<file path="config.mk">
export PLATFORM = sky130hd
export DESIGN_NAME = acq_pair_packer
export DESIGN_NICKNAME = d
export VERILOG_FILES = /design/src/rtl/acq_pkg.sv /design/src/rtl/acq_record_ctl.sv /design/src/rtl/acq_pair_sum.sv /design/src/rtl/acq_word_pack.sv /design/src/rtl/acq_pair_packer.sv
export SDC_FILE = /design/constraint.sdc
export NUM_CORES = 1
export LEC_CHECK = 0
export CAP_MARGIN = 0
export CORE_ASPECT_RATIO = 1.2
export CORE_MARGIN = 3
export CORE_UTILIZATION = 45
export DETAILED_ROUTE_END_ITERATION = 8
export GPL_TIMING_DRIVEN = 1
export PLACE_DENSITY = 0.69
export REMOVE_ABC_BUFFERS = 1
export SLEW_MARGIN = 0
export SYNTH_ARGS = -nofsm -noshare
export SYNTH_HDL_FRONTEND = slang
export SYNTH_SLANG_ARGS = --single-unit
</file>
<file path="constraint.sdc">
create_clock -name clk -period 2.8 [get_ports clk]
set_input_delay 0.28 -clock clk [delete_from_list [all_inputs] [get_ports clk]]
set_output_delay 0.28 -clock clk [all_outputs]
set_load 0.01 [all_outputs]
</file>
<file path="src/rtl/acq_pkg.sv">
package acq_pkg;

    localparam int SMP_W  = 16;
    localparam int KEEP_W = 12;
    localparam int SUM_W  = KEEP_W + 1;
    localparam int CHANS  = 2;
    localparam int PAIRS  = 2;
    localparam int LANES  = CHANS * PAIRS;
    localparam int WORD_W = SMP_W * LANES;

    typedef logic [SMP_W-1:0]              smp_t;
    typedef logic [CHANS-1:0][SMP_W-1:0]   duo_t;
    typedef logic [LANES-1:0][SMP_W-1:0]   word_t;

    typedef enum logic {PH_FIRST, PH_SECOND} phase_e;

    // Keep the significant MSB-justified field as a signed value.
    function automatic logic signed [KEEP_W-1:0] realign(input smp_t s);
        return s[SMP_W-1 -: KEEP_W];
    endfunction

    // Add two realigned values and sign-extend into a full lane.
    function automatic smp_t widen_sum(input logic signed [KEEP_W-1:0] x,
                                       input logic signed [KEEP_W-1:0] y);
        logic [SUM_W-1:0] s;
        s = {x[KEEP_W-1], x} + {y[KEEP_W-1], y};
        return {{(SMP_W-SUM_W){s[SUM_W-1]}}, s};
    endfunction

endpackage

</file>
<file path="src/rtl/acq_record_ctl.sv">
module acq_record_ctl #(
    parameter int LEN_W  = 16,
    parameter int MISS_W = 16
) (
    input  logic              clk,
    input  logic              rst,
    input  logic              trig_in,
    input  logic              smp_valid,
    input  logic [LEN_W-1:0]  rec_len,
    output logic              busy,
    output logic              take,
    output logic              start,
    output logic [MISS_W-1:0] miss_count
);
    logic             trig_q;
    logic             trig_evt;
    logic [LEN_W-1:0] cnt;
    logic             last;

    assign trig_evt = trig_in & ~trig_q;
    assign take     = busy & smp_valid;
    assign last     = take && (cnt == LEN_W'(rec_len - 1'b1));
    assign start    = !busy && trig_evt && (rec_len != '0);

    always_ff @(posedge clk) begin
        if (rst) begin
            trig_q     <= 1'b0;
            busy       <= 1'b0;
            cnt        <= '0;
            miss_count <= '0;
        end else begin
            trig_q <= trig_in;
            if (!busy) begin
                cnt <= '0;
                if (start) busy <= 1'b1;
            end else begin
                if (take) begin
                    cnt <= cnt + 1'b1;
                    if (last) busy <= 1'b0;
                end
                if (trig_evt && (miss_count != '1))
                    miss_count <= miss_count + 1'b1;
            end
        end
    end
endmodule

</file>
<file path="src/rtl/acq_pair_sum.sv">
module acq_pair_sum
    import acq_pkg::*;
(
    input  logic clk,
    input  logic rst,
    input  logic start,
    input  logic take,
    input  duo_t smp,
    output duo_t sum,
    output logic sum_valid
);
    phase_e phase;

    always_ff @(posedge clk) begin
        if (rst) begin
            phase     <= PH_FIRST;
            sum_valid <= 1'b0;
        end else begin
            sum_valid <= 1'b0;
            if (start) begin
                phase <= PH_FIRST;
            end else if (take) begin
                if (phase == PH_FIRST) begin
                    phase <= PH_SECOND;
                end else begin
                    phase     <= PH_FIRST;
                    sum_valid <= 1'b1;
                end
            end
        end
    end

    for (genvar c = 0; c < CHANS; c++) begin : g_chan
        logic signed [KEEP_W-1:0] held;
        always_ff @(posedge clk) begin
            if (rst) begin
                held   <= '0;
                sum[c] <= '0;
            end else if (take) begin
                if (phase == PH_FIRST) held   <= realign(smp[c]);
                else                   sum[c] <= widen_sum(held, realign(smp[c]));
            end
        end
    end
endmodule

</file>
<file path="src/rtl/acq_word_pack.sv">
module acq_word_pack
    import acq_pkg::*;
(
    input  logic  clk,
    input  logic  rst,
    input  logic  start,
    input  logic  sum_valid,
    input  duo_t  sum,
    input  logic  out_ready,
    input  logic  ovf_clr,
    output word_t word_q,
    output logic  out_valid,
    output logic  ovf_flag
);
    localparam int SLOT_W = (PAIRS > 1) ? $clog2(PAIRS) : 1;

    logic [SLOT_W-1:0] slot;
    word_t             stage;
    word_t             next_stage;
    logic              slot_last;
    logic              slot_free;
    logic              drop;

    always_comb begin
        next_stage = stage;
        for (int c = 0; c < CHANS; c++)
            next_stage[CHANS*int'(slot) + c] = sum[c];
    end

    assign slot_last = (slot == SLOT_W'(PAIRS-1));
    assign slot_free = !out_valid || out_ready;
    assign drop      = sum_valid && slot_last && !slot_free;

    always_ff @(posedge clk) begin
        if (rst) begin
            slot      <= '0;
            stage     <= '0;
            word_q    <= '0;
            out_valid <= 1'b0;
            ovf_flag  <= 1'b0;
        end else begin
            if (out_valid && out_ready) out_valid <= 1'b0;
            if (start) begin
                slot <= '0;
            end else if (sum_valid) begin
                stage <= next_stage;
                slot  <= slot_last ? '0 : slot + 1'b1;
                if (slot_last && slot_free) begin
                    word_q    <= next_stage;
                    out_valid <= 1'b1;
                end
            end
            if (drop)         ovf_flag <= 1'b1;
            else if (ovf_clr) ovf_flag <= 1'b0;
        end
    end
endmodule

</file>
<file path="src/rtl/acq_pair_packer.sv">
module acq_pair_packer
    import acq_pkg::*;
#(
    parameter int LEN_W  = 16,
    parameter int MISS_W = 16
) (
    input  logic              clk,
    input  logic              rst,
    input  logic              trig_in,
    input  logic              smp_valid,
    input  logic [15:0]       smp_a,
    input  logic [15:0]       smp_b,
    input  logic [LEN_W-1:0]  rec_len,
    input  logic              ovf_clr,
    input  logic              out_ready,
    output logic              out_valid,
    output logic [63:0]       out_data,
    output logic              busy,
    output logic              ovf_flag,
    output logic [MISS_W-1:0] miss_count
);
    logic  take;
    logic  start;
    duo_t  smp;
    duo_t  sum;
    logic  sum_valid;
    word_t word_q;

    assign smp      = {smp_b, smp_a};
    assign out_data = word_q;

    acq_record_ctl #(.LEN_W(LEN_W), .MISS_W(MISS_W)) i_ctl (
        .clk(clk), .rst(rst), .trig_in(trig_in), .smp_valid(smp_valid),
        .rec_len(rec_len), .busy(busy), .take(take), .start(start),
        .miss_count(miss_count)
    );

    acq_pair_sum i_sum (
        .clk(clk), .rst(rst), .start(start), .take(take), .smp(smp),
        .sum(sum), .sum_valid(sum_valid)
    );

    acq_word_pack i_pack (
        .clk(clk), .rst(rst), .start(start), .sum_valid(sum_valid), .sum(sum),
        .out_ready(out_ready), .ovf_clr(ovf_clr), .word_q(word_q),
        .out_valid(out_valid), .ovf_flag(ovf_flag)
    );
endmodule

</file>
[Word level (Yosys, flattened, before mapping)]
Index checks and enable logic that the tools add are counted.
Widths: inputs -> output; s select.
Operators by class
  $add $sub $neg: 7
  multipliers: 0
  divide/modulo/power cells: 0
  magnitude comparators: 4
  equal/unequal tests: 2
  shift-type cells: 0
  multiplexer cells: 19
  bitwise logic cells: 7
  reductions and logical operators: 24
Operator list (number)
  $bwmux 64: 2
  $add 16x1->16 const B: 2
  $demux 16 s2: 1
  $ge 32x1->1 const B: 1
  $lt 32x4->1 const B: 1
  $mux 16: 2
  $add 12x12->13: 2
  $demux 16 s1: 1
  $eq 16x16->1: 1
  $ne 16x16->1 const B: 1
  $reduce_bool 16->1: 1
  $sub 16x1->16 const B: 1
  $mux 1: 13
  $logic_and 1x1->1: 10
  $reduce_and 2->1: 4
  $not 1->1: 5
  $reduce_or 2->1: 2
  $add 2x1->3 const B: 1
  $logic_not 1->1: 3
  $lt 2x3->1 const B: 1
  $reduce_and 3->1: 1
  $reduce_or 3->1: 1
  $and 1x1->1: 2
  $ge 2x1->1 const B: 1
  other kinds (3): 3
Storage, ports and cells
  flip-flop bits (word level): 217
  bits in latches: 0
  RAM bits: 0
  bits in read-only memories: 0
  bits of input ports: 54
  output and inout bits: 83
  word-level logic and storage cells: 84
  memories: 0

[Depth between registers and ports, before layout]
Gate-level depths: netlist of run 1.
  word-level depth: 6
  gate-level depth with buffers: 11
  depth with buffers taken out: 9

[Cells and area by module]
Synthesis of run 1 repeated with hierarchy kept, for this count alone.
Second synthesis, totals
  cells, all modules: 1055
  area total of the unflattened synthesis: 8777.2 µm²
By module, submodules not included
  acq_word_pack: times used 1, cells an instance 449, area an instance 3808.7 µm², seq. area each 1981.9 µm²
  acq_pair_sum: times used 1, cells an instance 357, area an instance 2895.3 µm², seq. area each 1041.0 µm²
  acq_record_ctl: times used 1, cells an instance 249, area an instance 2073.2 µm², seq. area each 680.7 µm²

[Worst setup path before layout of run 1]
OpenSTA, ideal clock, no wires.
  kind: input to register
  start: in rec_len[0]
  end: reg i_pack.word_q[52] (netlist name)
  setup time: 0.128 ns
  arrival: 2.242 ns
  required time: 2.672 ns
  path slack: 0.431 ns
  stages: 11
  buffers on the path: 3
  cells stage by stage: inv_1 -> ha_1 -> or3b_1 -> buf_2 -> nand2b_4 -> o31a_4 -> nor3_4 -> buf_6 -> buf_6 -> mux2i_1 -> nor2_1
On the way
  word-level cells in the longest chain between the ends: 4
RTL lines
  from (decl): RTL line acq_pair_packer.sv:13  | input logic [LEN_W-1:0] rec_len,
  $reduce_bool 16->1: RTL line acq_record_ctl.sv:23  | assign start = !busy && trig_evt && (rec_len != '0);
  $logic_and 1x1->1: RTL line acq_record_ctl.sv:23
  $not 1->1 (no line)
  $reduce_and 3->1 (no line)
  to (signal assigned): RTL line acq_word_pack.sv:49  | word_q <= next_stage;
  to (decl): RTL line acq_word_pack.sv:11  | output word_t word_q,
Every way passes these cells.
A chain may end at the register's enable or synchronous reset.

[Worst setup path in the final report of run 1]
  start: in rec_len[0]
  end: reg i_pack.word_q[49] (netlist name)
Same word-level chain as after synthesis.

==> results of run 1 <==
-- metal layers --
| metal | part of all wire | GRT usage | up-vias |
|---|---|---|---|
| met2 | 0.47 | 0.311 | 144 |
| li1 | - | - | 3528 |
| met4 | 0.011 | 0.0529 | 0 |
| met3 | 0.047 | 0.0505 | 18 |
| met1 | 0.47 | 0.256 | 3260 |
| met5 | 0 | 0 | - |
-- state kept, by name, summed over array words and instances (netlist names) --
register / cells
i_pack.word_q: 64
i_sum.g_chan.held: 24
i_ctl.busy: 1
i_sum.phase: 1
i_ctl.cnt: 16
i_ctl.trig_q: 1
i_pack.ovf_flag: 1
i_pack.stage: 33
i_sum.sum: 26
i_pack.slot: 1
i_pack.out_valid: 1
i_ctl.miss_count: 16
i_sum.sum_valid: 1
-- layout by cell type (no fill, tap or decap), types with 25 or more instances in the layout --
cell type          n
buf_4             30
ha_1              27
a21oi_1           83
nand2_1          154
dfxtp_1          186
xnor2_1           30
nor2_1           114
xor2_1            25
mux2i_1           66
nand3_1           25
clkdlybuf4s50_1  127
-- per-stage QoR --
step	TNS, ps	utilization	setup WS [ps]	hold slack, ps	cells
finish	0	0.579	286	272	1319
global route	0	0.579	131	287	1319
CTS	0	0.579	287	261	1319
detailed placement	-9570	0.544	-159	448	1287
global placement	-10140	0.544	-150	441	1287
floorplan	-84880	-	-1520	349	902
-- worst max path at each step --
stage               slack, ps                end       start
floorplan               -1520  i_pack.word_q[44]  rec_len[0]
global placement         -150  i_pack.word_q[47]  rec_len[0]
detailed placement       -160  i_pack.word_q[17]  rec_len[0]
CTS                       290  i_pack.word_q[49]  rec_len[0]
global route              130  i_pack.word_q[62]  rec_len[0]
finish                    290  i_pack.word_q[49]  rec_len[0]
-- cells by family (layout without fill, tap and decap cells) --
| kind of cell | count (synthesis) | in the layout | share of synthesized area |
|---|---|---|---|
| fa+ha+maj | 29 | 29 | 0.0451 |
| mux | 68 | 68 | 0.0816 |
| flops | 186 | 186 | 0.445 |
| buf+inv | 71 | 208 | 0.0430 |
| compound gates | 158 | 158 | 0.115 |
| simple gates | 391 | 391 | 0.213 |
| xor+xnor | 55 | 55 | 0.0575 |
-- power groups by stage --
| stage | registers [µW] | logic [µW] | clock network [µW] |
|---|---|---|---|
| finish | 2680 | 379 | 2570 |
| detailed placement | 2740 | 377 | 0 |
| CTS | 2680 | 380 | 2630 |
| global placement | 2740 | 373 | 0 |
| global route | 2680 | 420 | 2750 |
| floorplan | 2740 | 179 | 0 |
-- worst reg2reg max path, cell delays in order (launching register included) --
cell	delay, ps
dfxtp_1	320
ha_1	350
a21o_1	210
or2_2	270
o32ai_1	380
o21ai_0	260
o311ai_0	340
-- cell type report --
| class | count | area [µm²] | share of cell area |
|---|---|---|---|
| Clock buffer | 18 | 439 | 0.0416 |
| Timing Repair Buffer | 161 | 1580 | 0.149 |
| Inverter | 15 | 56.3 | 0.00533 |
| Multi-Input combinational cell | 701 | 4290 | 0.406 |
| Sequential cell | 186 | 3720 | 0.353 |
| Clock inverter | 14 | 191 | 0.0181 |
| Tap cell | 224 | 280 | 0.0265 |
==> results.md, run 1 <==
* Max-capacitance violation count at 0
* Hold-fix buffers, CTS at 0
* Number of antenna violations at the first check in global routing at 0
* Count of cells along the worst register-to-register path at 6
* Rel. slew slack at 0.466
* Top achievable clock speed at ~400 MHz
* Number of rows in the core area at 54
* Critical Path Source Type: input port
* Worst path required time at 3100 ps
* Worst-path clk slew at 70 ps
* Per-instance average area after synthesis at 8.74 µm²
* Number of storage elements in the synthesis netlist at 186
* Routed length per instance at 14.5 µm
* DRT antenna net count at 0
* Total power at roughly 5600 µW
* Net switching power at between 1000 and 1500 µW
* Number of enable-type register cells in the synthesized netlist at 0
* Number of filler cells placed in the layout at roughly 1,600
* Actual transition at the worst max-transition pin at roughly 800 ps
* Slowest Stage Delay on Critical Path at 430 ps
* Power density of the placed cells at 533 nW/µm²
* Synth Instances at 958
* Part of the total power dissipated in the clock network at 0.457
* Input/output buffers at between 100 and 150
* Total clock buffers created by CTS at 17
* Setup slack on the worst flop-to-flop path at around 570 ps
* Total number of vias at 6,950
* Post-Synthesis Cell Area at 8370 µm²
* Critical-path cell with the highest stage delay: or3b_1
* IO Pins at 137
* Maximum vdd ir drop at 403 µV
* Switching Fraction at 0.225
* Post-route DRC violation count at 0
* Setup bufs post-CTS at 0
* RSZ-0062 raised after global routing: false
* Critical path capture point type: flip-flop
* Sequential share of the synthesized area at 0.445
* Effective utilization at floorplan at 0.459
* Final-report hold violation count at 0
* Final net count at ~1,200
* Beginning of the worst hold path: rst
* Avg Vias per Cell at 5.27
* Data arrival at the endpoint of the critical path at 2810 ps
* Peak fanout along the critical path at 34
* Count leader, synth: dfxtp_1
* Portion of the clock cycle consumed by the worst path in the final layout at 0.898
* Area inside the core boundary at 18,200 µm²
* Post-DP Area at approximately 9900 µm²
* Crit Reg-Reg Startpoint: i_sum.g_chan[1].held[6]
* Maximum level of the CTS H-tree at 4
* Half-perimeter wire length after placement at 13,100 µm
* Remaining Overflow, GRT at 0
* Sinks on the clock net at approximately 190
* Clock tree from TritonCTS: done
* Status: finished, final reports clean
* Top cell type's share of synthesized area at 0.445
* Setup violators final at 0
* Tot GR Track Use at 0.193
* Hold WC Path Type: input port to flip-flop
* Internal power at 4360 µW
* Design Area, Final at 10,600 µm²
* Clk_skew at 7.78 ps
* Wire length of the first global-routing pass at about 32,000 µm
* Number of gates on the worst path with buffers counted at 10
* Cell family with the largest share of critical-path delay: simple AND/OR/NAND/NOR gates
* Worst Setup Path Type: input port to flip-flop
* Main flop type after synthesis: dfxtp_1
* Number of different library cells in the post-synthesis netlist at 64
* Violation count after the first detailed-route iteration at 421
* Antenna Diode Count at 0
* Share of cells above drive strength 1 at 0.0712
* Post-cts resize count at 0
* Critical path buffer and inverter count at 3
* Destination of the worst register-to-register timing path: i_sum.sum[26]
* Yosys warning total at 0
* Vias in the first global route at 6,676
* Most common library cells after synthesis: 186 x dfxtp_1, 154 x nand2_1, 115 x nor2_1, 83 x a21oi_1, 66 x mux2i_1
* Maximum buffer depth of the clock tree at 2
* Pin count of the biggest net entering global routing at 84
* Placer congestion estimate at 0.861
* Crit-path cells: clkdlybuf4s50_1 -> inv_1 -> ha_1 -> or3b_1 -> nand2b_4 -> o31a_4 -> nor3_4 -> buf_12 -> mux2i_1 -> nor2_1
* Pre-antenna DRT Iters at 4
* Area growth from synthesis to layout at 26.1%
* Clock latency at the later pin of the worst-skew pair at between 400 and 500 ps
* CTS root buf: clkbuf_16
* Time the worst path needs with I/O delays and setup at 2510 ps
* Area contributors post-synth: dfxtp_1 44%, mux2i_1 7.9%, nand2_1 6.9%
* Leakage power total at 0.00372 µW
* Die area at 20,300 µm²
* Min-Delay Path Depth at 2
* Portion of total power attributed to combinational logic at 0.067
* Routed wire length at between 15,000 and 20,000 µm
* Register share of total power at 0.476
* Number of slew-limit violations in the final report at 0
* Endpoint, Worst Hold: i_pack.word_q[19]
* Die Height at 155 µm
* Leading area contributor after synthesis: dfxtp_1
* Die Width at 131 µm
* Share of flip-flops with an asynchronous set or reset at 0
Power figures use the tool's default switching activity.
==> run 2, diff against run 1 <==
Settings changed: SLEW_MARGIN 0 to unset.
==> results of run 2 <==
Same layout as run 1: the final DEF is identical, and so are final timing and power.
